`src/rtl/hs_port_pkg.sv`:
```
package hs_port_pkg;
  localparam int unsigned DW = 8;

  typedef enum logic {DIR_OUT = 1'b0, DIR_IN = 1'b1} dir_e;

  localparam logic [1:0] ADDR_A    = 2'd0;
  localparam logic [1:0] ADDR_B    = 2'd1;
  localparam logic [1:0] ADDR_STAT = 2'd2;
  localparam logic [1:0] ADDR_CMD  = 2'd3;

  localparam int unsigned MODE_BIT  = 7;
  localparam int unsigned DIR_A_BIT = 4;
  localparam int unsigned DIR_B_BIT = 1;

  localparam logic [2:0] POS_A_OUT_EN = 3'd6;
  localparam logic [2:0] POS_A_IN_EN  = 3'd4;
  localparam logic [2:0] POS_B_EN     = 3'd2;

  // Enable position of group A depends on its direction.
  function automatic logic [2:0] a_en_pos(dir_e d);
    return (d == DIR_IN) ? POS_A_IN_EN : POS_A_OUT_EN;
  endfunction

  // Builds the status image from both groups' state.
  function automatic logic [7:0] pack_status(
      dir_e da, logic fa, logic ea, logic ia,
      dir_e db, logic fb, logic eb, logic ib);
    logic [7:0] s;
    s = '0;
    if (da == DIR_OUT) begin
      s[7] = ~fa;
      s[6] = ea;
    end else begin
      s[5] = fa;
      s[4] = ea;
    end
    s[3] = ia;
    s[2] = eb;
    s[1] = (db == DIR_OUT) ? ~fb : fb;
    s[0] = ib;
    return s;
  endfunction
endpackage

```
`src/rtl/hs_port_sync.sv`:
```
module hs_port_sync #(
  parameter int unsigned STAGES = 2
) (
  input  logic clk,
  input  logic rst_n,
  input  logic async_in,
  output logic level,
  output logic fall,
  output logic rise
);
  logic [STAGES-1:0] chain;
  logic              prev;

  generate
    if (STAGES == 1) begin : g_one
      always_ff @(posedge clk or negedge rst_n)
        if (!rst_n) chain <= '1;
        else        chain <= async_in;
    end else begin : g_multi
      always_ff @(posedge clk or negedge rst_n)
        if (!rst_n) chain <= '1;
        else        chain <= {chain[STAGES-2:0], async_in};
    end
  endgenerate

  assign level = chain[STAGES-1];

  always_ff @(posedge clk or negedge rst_n)
    if (!rst_n) prev <= 1'b1;
    else        prev <= level;

  assign fall = prev & ~level;
  assign rise = ~prev & level;

  // an edge is reported for exactly one cycle
  a_r5_single_fall: assert property (@(posedge clk) disable iff (!rst_n)
    fall |=> !fall);
endmodule

```
`src/rtl/hs_port_group.sv`:
```
module hs_port_group
  import hs_port_pkg::*;
#(
  parameter int unsigned W = DW
) (
  input  logic         clk,
  input  logic         rst_n,
  input  dir_e         dir,
  input  logic         cfg_clr,
  input  logic         inte_set,
  input  logic         inte_clr,
  input  logic         cpu_wr,
  input  logic         cpu_rd,
  input  logic [W-1:0] wdata,
  input  logic [W-1:0] pins,
  input  logic         hs_fall,
  input  logic         hs_rise,
  output logic [W-1:0] dout,
  output logic [W-1:0] din,
  output logic         full,
  output logic         intr,
  output logic         inte
);
  logic load_ev, rel_ev, out_wr, in_rd;

  assign out_wr  = (dir == DIR_OUT) & cpu_wr;
  assign in_rd   = (dir == DIR_IN) & cpu_rd;
  assign load_ev = (dir == DIR_IN) & hs_fall & ~full;
  assign rel_ev  = (dir == DIR_OUT) & hs_rise & full & ~cpu_wr;

  always_ff @(posedge clk or negedge rst_n) begin
    if (!rst_n) begin
      dout <= '0; din <= '0; full <= 1'b0; intr <= 1'b0; inte <= 1'b0;
    end else if (cfg_clr) begin
      dout <= '0; din <= '0; full <= 1'b0; intr <= 1'b0; inte <= 1'b0;
    end else begin
      if (inte_set) inte <= 1'b1;
      if (inte_clr) inte <= 1'b0;
      if (out_wr) begin
        dout <= wdata;
        full <= 1'b1;
        intr <= 1'b0;
      end else if (rel_ev) begin
        full <= 1'b0;
        intr <= inte;
      end else if (load_ev) begin
        din  <= pins;
        full <= 1'b1;
        intr <= inte;
      end else if (in_rd) begin
        full <= 1'b0;
        intr <= 1'b0;
      end
      if (inte_clr) intr <= 1'b0;
    end
  end

  // output write marks the buffer full
  a_r3_write_fills: assert property (@(posedge clk) disable iff (!rst_n)
    out_wr && !cfg_clr |=> full && !intr);
  // acknowledge release empties the buffer
  a_r4_ack_release: assert property (@(posedge clk) disable iff (!rst_n)
    rel_ev && !cfg_clr |=> !full);
  // strobe into a full latch leaves it unchanged
  a_r6_full_holds: assert property (@(posedge clk) disable iff (!rst_n)
    dir == DIR_IN && full && hs_fall && !cfg_clr |=> $stable(din));
  // CPU read of input clears flag and interrupt
  a_r7_read_clears: assert property (@(posedge clk) disable iff (!rst_n)
    in_rd && !load_ev && !cfg_clr |=> !full && !intr);
  // interrupt rises only with the enable set
  a_r8_intr_gated: assert property (@(posedge clk) disable iff (!rst_n)
    $rose(intr) |-> $past(inte));
endmodule

```
`src/rtl/hs_port_ctl.sv`:
```
module hs_port_ctl
  import hs_port_pkg::*;
#(
  parameter int unsigned SYNC_STAGES = 2
) (
  input  logic       clk,
  input  logic       rst_n,
  input  logic [1:0] cpu_addr,
  input  logic       cpu_wr,
  input  logic       cpu_rd,
  input  logic [7:0] cpu_wdata,
  output logic [7:0] cpu_rdata,
  input  logic [7:0] a_pins_in,
  output logic [7:0] a_pins_out,
  input  logic [7:0] b_pins_in,
  output logic [7:0] b_pins_out,
  input  logic       a_stb_n,
  input  logic       a_ack_n,
  input  logic       b_hs_n,
  output logic       a_obf_n,
  output logic       a_ibf,
  output logic       a_irq,
  output logic       b_flag,
  output logic       b_irq
);
  localparam int unsigned NLINES = 3;

  dir_e dir_a, dir_b;
  logic cmd_wr, mode_wr, bsr_wr, bsr_val;
  logic [2:0] bsr_pos;
  logic [NLINES-1:0] raw, lvl, fal, ris;
  logic a_fall, a_rise;
  logic [7:0] din_a, din_b;
  logic full_a, full_b, intr_a, intr_b, inte_a, inte_b;
  logic [7:0] status;

  assign cmd_wr  = cpu_wr && (cpu_addr == ADDR_CMD);
  assign mode_wr = cmd_wr & cpu_wdata[MODE_BIT];
  assign bsr_wr  = cmd_wr & ~cpu_wdata[MODE_BIT];
  assign bsr_pos = cpu_wdata[3:1];
  assign bsr_val = cpu_wdata[0];

  always_ff @(posedge clk or negedge rst_n)
    if (!rst_n) begin
      dir_a <= DIR_OUT;
      dir_b <= DIR_OUT;
    end else if (mode_wr) begin
      dir_a <= dir_e'(cpu_wdata[DIR_A_BIT]);
      dir_b <= dir_e'(cpu_wdata[DIR_B_BIT]);
    end

  assign raw = {b_hs_n, a_ack_n, a_stb_n};
  for (genvar g = 0; g < NLINES; g++) begin : g_sync
    hs_port_sync #(.STAGES(SYNC_STAGES)) u_sync (
      .clk(clk), .rst_n(rst_n), .async_in(raw[g]),
      .level(lvl[g]), .fall(fal[g]), .rise(ris[g]));
  end

  assign a_fall = (dir_a == DIR_IN) ? fal[0] : fal[1];
  assign a_rise = (dir_a == DIR_IN) ? ris[0] : ris[1];

  hs_port_group u_grp_a (
    .clk(clk), .rst_n(rst_n), .dir(dir_a), .cfg_clr(mode_wr),
    .inte_set(bsr_wr && bsr_val && bsr_pos == a_en_pos(dir_a)),
    .inte_clr(bsr_wr && !bsr_val && bsr_pos == a_en_pos(dir_a)),
    .cpu_wr(cpu_wr && cpu_addr == ADDR_A),
    .cpu_rd(cpu_rd && cpu_addr == ADDR_A),
    .wdata(cpu_wdata), .pins(a_pins_in),
    .hs_fall(a_fall), .hs_rise(a_rise),
    .dout(a_pins_out), .din(din_a), .full(full_a), .intr(intr_a), .inte(inte_a));

  hs_port_group u_grp_b (
    .clk(clk), .rst_n(rst_n), .dir(dir_b), .cfg_clr(mode_wr),
    .inte_set(bsr_wr && bsr_val && bsr_pos == POS_B_EN),
    .inte_clr(bsr_wr && !bsr_val && bsr_pos == POS_B_EN),
    .cpu_wr(cpu_wr && cpu_addr == ADDR_B),
    .cpu_rd(cpu_rd && cpu_addr == ADDR_B),
    .wdata(cpu_wdata), .pins(b_pins_in),
    .hs_fall(fal[2]), .hs_rise(ris[2]),
    .dout(b_pins_out), .din(din_b), .full(full_b), .intr(intr_b), .inte(inte_b));

  assign status = pack_status(dir_a, full_a, inte_a, intr_a,
                              dir_b, full_b, inte_b, intr_b);

  always_comb begin
    unique case (cpu_addr)
      ADDR_A:    cpu_rdata = (dir_a == DIR_IN) ? din_a : a_pins_out;
      ADDR_B:    cpu_rdata = (dir_b == DIR_IN) ? din_b : b_pins_out;
      ADDR_STAT: cpu_rdata = status;
      default:   cpu_rdata = '0;
    endcase
  end

  assign a_obf_n = (dir_a == DIR_OUT) ? ~full_a : 1'b1;
  assign a_ibf   = (dir_a == DIR_IN) & full_a;
  assign b_flag  = (dir_b == DIR_OUT) ? ~full_b : full_b;
  assign a_irq   = intr_a;
  assign b_irq   = intr_b;

  // data write to an input-mode group keeps its output latch
  a_r10_in_write_ignored: assert property (@(posedge clk) disable iff (!rst_n)
    cpu_wr && cpu_addr == ADDR_A && dir_a == DIR_IN && !mode_wr |=> $stable(a_pins_out));
  // clearing the enable drops the interrupt
  a_r11_clr_drops_irq: assert property (@(posedge clk) disable iff (!rst_n)
    bsr_wr && !bsr_val && bsr_pos == POS_B_EN |=> !b_irq);
endmodule

```
`config.mk`:
```
export PLATFORM = sky130hd
export DESIGN_NAME = hs_port_ctl
export DESIGN_NICKNAME = d
export VERILOG_FILES = /design/src/rtl/hs_port_pkg.sv /design/src/rtl/hs_port_sync.sv /design/src/rtl/hs_port_group.sv /design/src/rtl/hs_port_ctl.sv
export SDC_FILE = /design/constraint.sdc
export NUM_CORES = 1
export LEC_CHECK = 0
export BUFFER_PORTS_ARGS = -buffer_cell sky130_fd_sc_hd__buf_2
export CAP_MARGIN = 25
export CORE_UTILIZATION = 50
export DETAILED_ROUTE_END_ITERATION = 16
export PLACE_DENSITY = 0.79
export SKIP_CTS_REPAIR_TIMING = 1
export SYNTH_ARGS = -nofsm -noshare
export SYNTH_HDL_FRONTEND = slang
export SYNTH_SLANG_ARGS = --single-unit
```
`constraint.sdc`:
```
create_clock -name clk -period 1.96 [get_ports clk]
set_clock_uncertainty 0.05 [all_clocks]
set_input_delay 0 -clock clk [delete_from_list [all_inputs] [get_ports clk]]
set_output_delay 0 -clock clk [all_outputs]
set_load 0.01 [all_outputs]
```
### Word level (Yosys, flattened, before mapping)

Index checks and enable logic that the tools add are counted.

* eq/ne operators: 9
* multiplexer cells: 48
* bitwise gates (word level): 36
* reduce and logical (&&, ||, !) cells: 25

Operator list (number)
* two-way mux 8 bit: 14
* two-way mux 1 bit: 30
* case mux 8 bit (3 select lines): 1
* bitwise AND 1 bit: 23
* NOT 1 bit: 13
* nonzero test 6 bit: 2
* logical AND 1 bit: 11
* nonzero test 5 bit: 2
* != test 2 bit, second input constant: 4
* nonzero test 2 bit: 4
* two-way mux 2 bit: 3
* AND reduction 3 bit: 2
* nonzero test 3 bit: 2
* equality test 2 bit, second input constant: 2
* equality test 3 x 2 -> 1 bit, second input constant: 1
* equality test 3 bit: 1
* equality test 2 x 1 -> 1 bit, second input constant: 1
* logical NOT 2 bit: 1
* logical NOT 1 bit: 1

* register bits after elaboration: 49
* input bits: 33
* output and inout bits: 29
* logic and storage cells: 136

### Longest topological paths before layout

* depth in word-level cells: 10
* gate-level depth with buffers: 6
* gate-level depth less buffers: 4

### By module

A second synthesis with hierarchy kept.

* cell total of the unflattened synthesis: 249
* area total of the unflattened synthesis: 2492.4 um^2

By module, submodules not included
* hs_port_group: times used 2, cells each 80, area an instance 813.3 um^2, sequential area each 475.5 um^2
* hs_port_ctl: times used 1, cells each 74, area an instance 584.3 um^2, sequential area each 50.0 um^2
* hs_port_sync: times used 3, cells each 5, area an instance 93.8 um^2, sequential area each 78.8 um^2

### Worst setup path after synthesis

Ideal clock, no wire load.

* kind: flip-flop to flip-flop
* start point: register g_sync[2].u_sync.chain[1]
* end point: register u_grp_b.intr
* library setup time: 94 ps
* arrival: 1269 ps
* data required time: 1816 ps
* path slack: 547 ps
* stages on the path, launching flop included: 6
* buffers on the path: 1
* clock period less this slack: 1413 ps
* cells stage by stage: dfstp_2 and4bb_4 buf_12 nor2_8 nand3_2 a221oi_2

* longest elaborated chain between the ends: 9
* elaborated cells between the ends (all ways): 14
* classes of those cells: mux (5); bitwise (8); reduce/logical (1)

Ends and longest elaborated chain
* start: declaration: RTL line hs_port_sync.sv:11 `logic [STAGES-1:0] chain;`
* start signal: assignment: RTL line hs_port_sync.sv:22 `else chain <= {chain[STAGES-2:0], async_in};`
* NOT 1 bit: RTL line hs_port_sync.sv:32 `assign fall = prev & ~level;`
* bitwise AND 1 bit: RTL line hs_port_sync.sv:32
* bitwise AND 1 bit (2 in series): RTL line hs_port_group.sv:28 `assign load_ev = (dir == DIR_IN) & hs_fall & ~full;`
* two-way mux 1 bit: RTL line hs_port_group.sv:46 `end else if (load_ev) begin`
* two-way mux 1 bit: RTL line hs_port_group.sv:43 `end else if (rel_ev) begin`
* two-way mux 1 bit: RTL line hs_port_group.sv:39 `if (out_wr) begin`
* two-way mux 1 bit: RTL line hs_port_group.sv:54 `if (inte_clr) intr <= 1'b0;`
* two-way mux 1 bit: RTL line hs_port_group.sv:34 `end else if (cfg_clr) begin`
* end signal: assignment: RTL line hs_port_group.sv:45 `intr <= inte;`
* end signal: assignment: RTL line hs_port_group.sv:49 `intr <= inte;`
* end: declaration: RTL line hs_port_group.sv:21 `output logic intr,`

Several ways; a longest one is shown, not always the timed one.
A chain may end at the register's enable or synchronous reset.

### Final worst setup path

* start point: register dir_a
* end point: output cpu_rdata[2]

* longest elaborated chain between the ends: 2

Ends and longest elaborated chain
* start: declaration: RTL line hs_port_ctl.sv:28 `dir_e dir_a, dir_b;`
* start signal: assignment: RTL line hs_port_ctl.sv:48 `dir_a <= dir_e'(cpu_wdata[DIR_A_BIT]);`
* two-way mux 8 bit: RTL line hs_port_ctl.sv:87 `ADDR_A: cpu_rdata = (dir_a == DIR_IN) ? din_a : a_pins_out;`
* case mux 8 bit (3 select lines): RTL line hs_port_ctl.sv:86 `unique case (cpu_addr)`
* end: declaration: RTL line hs_port_ctl.sv:12 `output logic [7:0] cpu_rdata,`

No other way between the ends.

==> summary.md <==
| Metric | Value |
|---|---|
| Status | `finished, final reports clean` |
| Initial antenna violation count | `0` |
| Sequential fraction of the synthesis area | `about 50%` |
| Synthesis warning total | `0` |
| Critical-path top delay cell | `dfrtp_2` |
| PwrDens | `945.2 mW/mm2` |
| Later-pin clock latency in the skew report | `between 300 and 400 ps` |
| Multi-input logic area | `0.001117 mm2` |
| CP Class | `flop to output port` |
| Gr ovfl total | `0` |
| Critical Path RT | `1910 ps` |
| Worst Tran Pin Value | `617.2 ps` |
| Part of the power in the clock network | `19.0%` |
| Max cap viols | `0` |
| Post-Layout Cell Count | `381` |
| Worst VDD drop | `roughly 0.67 mV` |
| Area growth syn-to-layout | `28.02%` |
| Layout cells sized above 1 | `between 30% and 40%` |
| Core area | `0.004755 mm2` |
| Rows | `25` |
| Top cells by count, synth | `40 x dfrtp_1, 29 x mux2i_1, 27 x nor2_1, 22 x nand2_1, 19 x a21oi_1` |
| CTS tree | `built` |
| Die X | `72.46 um` |
| I/O Buffers | `61` |
| Sink Count | `49` |
| Vias in the first global route | `1814` |
| Crit path max fanout | `13` |
| Pint | `2.004 mW` |
| Clock Pin Slew Worst Setup and Hold Paths | `90 ps` |
| Diode count | `0` |
| Drt total wl | `5.987 mm` |
| CP Capture Type | `output port` |
| Synthesized cell area | `0.002482 mm2` |
| WP data arrival | `1710 ps` |
| Die H | `72.46 um` |
| Top area cells in the synthesized netlist | `dfrtp_1 40%, mux2i_1 12%, dfstp_2 9.5%` |
| Worst Setup Start Kind | `flop` |
| Async S/R FF share, synth | `100.0%` |
| Final hold slack | `24.43 ps` |
| CTS root buf | `clkbuf_8` |
| Post-DP HPWL | `4.143 mm` |
| Psw | `1.000 mW` |
| Reg power frac | `49.2%` |
| DRT Pass-1 Iters | `7` |
| Initial Utilization | `between 50% and 60%` |
| Max Freq | `568.3 MHz` |
| DR iter-0 viols | `158` |
| Mean Syn Cell Area | `11.08 um2` |
| Routed len/inst | `15.71 um` |
| Clk buf depth | `2` |
| #FFs+latches synth | `49` |
| Tot GR Track Use | `23.44%` |
| Multiplexer share of the synthesized area | `14.42%` |
| Die ar. | `0.005250 mm2` |
| Reg area | `between 0.001 and 0.0015 mm2` |
| Net count after synthesis | `257` |
| Yosys cell types | `47` |
| # setup viols final | `0` |
| Synth Area in XOR/XNOR | `less than 1%` |
| CP Cell Sequence | `buf_4 -> mux2i_1 -> nor2_1 -> a21oi_1 -> o22ai_1 -> buf_2` |
| CP top delay family | `flip-flops` |
| Fillers | `381` |
| Num CTS Buffers | `5` |
| Switching Share | `roughly a third` |
| RSZ-0062 raised after global routing | `no` |
| Synth Area in Adders | `0%` |
| Layout Nets | `346` |
| Dpl cells | `between 300 and 400` |
| HP Class | `primary input to flop` |
| Dominant cell by count in the synthesized netlist | `dfrtp_1` |
| Buf+Inv Stages, Crit Path | `2` |
| Largest net degree at the start of global routing | `27` |
| Slowest cell delay on critical path | `510 ps` |
| Post-route minimum period | `1760 ps` |
| Leakage | `1.470 nW` |
| H-Tree Depth | `2` |
| I/O pin total | `62` |
| Vias/cell | `between 5 and 6` |
| Final hold violation count | `0` |
| EDFF count, synth | `0` |
| Rel. slew slack | `58.86%` |
| Fin Setup TNS | `0 ps` |
| Synth Instances | `224` |
| Largest area contributor in the netlist | `dfrtp_1` |
| Synth Flop Type | `dfrtp_1` |
| Synth top area share | `40.32%` |
| Share of total power in combinational logic | `31.9%` |
| Simple-gate share of the synthesized area | `between 10% and 20%` |
| DRC Markers | `0` |
| Slew Limit Fails | `0` |
| Via count | `2080` |
| Tcrit/Tclk final | `89.78%` |
| First-pass GRT wire length | `9.101 mm` |
| Antenna Violating Nets Remaining | `0` |
| Overall Power | `3.004 mW` |
| Gpl congestion | `about 0.8` |
| Complex-gate fraction of the synthesized area | `13.56%` |
| Largest family of logic cells by synthesized area | `simple AND/OR/NAND/NOR gates` |
[worst paths after layout]
| path | from | endpoint | slack, ps | cells past startpoint |
|---|---|---|---|---|
| setup / recovery | dir_a | cpu_rdata[2] | 200 | 6 |
| hold / removal | cpu_wr | u_grp_a.intr | 20 | 2 |
| setup reg to reg | dir_b | u_grp_b.dout[1] | 260 | 3 |
| hold reg to reg | g_sync[2].u_sync.chain[0] | g_sync[2].u_sync.chain[1] | 310 | 0 |
| max in group asynchronous | rst_n | g_sync[2].u_sync.chain[0] | 1060 | 3 |
| min in group asynchronous | rst_n | u_grp_b.din[6] | 180 | 2 |
[worst register-to-register path: stages (launching register included)]
cell      delay (ps)
dfrtp_1          480
and4bb_1         720
mux2i_1          280
nor2_1            60
[metal layers]
layer / track usage [%] / vias up / share of wire [%]
met4: 8.932 / 0 / 2.0
met5: 0 / - / 0
met3: 5.139 / 11 / 6.2
met2: 36.24 / 78 / 49
li1: - / 982 / -
met1: 32.50 / 1009 / 43
[cell families after synthesis]
| kind of cell | count (synthesis) |
|---|---|
| flops | 49 |
| buf+inv | 16 |
| xor+xnor | 2 |
| compound gates | 50 |
| simple gates | 72 |
| mux | 35 |
[sequential cells by signal, indices dropped and copies added (netlist names), 3 cells and up]
register             cells
u_grp_a.din              8
u_grp_a.dout             8
u_grp_b.din              8
u_grp_b.dout             8
g_sync.u_sync.chain      6
g_sync.u_sync.prev       3
[metrics by stage]
step	area (um2)	setup slack [ps]	utilization (%)
5_1_grt	3178	49.53	66.84
4_1_cts	2897	64.16	60.92
2_1_floorplan	2482	547.5	-
6_report	3178	200.4	66.84
3_5_place_dp	2816	279.9	59.24
3_3_place_gp	2816	358.7	59.24
[cell usage in the layout (no fill, tap or decap), types with 6 or more instances in the layout]
master         count
dfstp_2            9
mux2i_1           29
dlygate4sd3_1     28
o22ai_1            6
buf_2             61
o21ai_0            6
dfrtp_1           39
a22o_1             8
nand2_1           22
buf_4              6
nor2_1            27
a21oi_1           19
[power groups by stage]
stage / clock [mW] / combinational [mW] / sequential, mW
6_report: 0.569 / 0.958 / 1.48
5_1_grt: 0.615 / 1.06 / 1.51
4_1_cts: 0.576 / 0.917 / 1.47
3_5_place_dp: 0 / 0.914 / 1.49
3_3_place_gp: 0 / 0.891 / 1.48
2_1_floorplan: 0 / 0.635 / 1.44
[area by class of cell]
type	count	share of cell area, %
sequential	49	38.98
multi-input combinational	159	35.16
timing repair buffer	96	20.47
tap	67	2.638
clock buffer	8	2.520
inverter	2	0.2362
No activity file was read; power rests on OpenSTA's default activity.
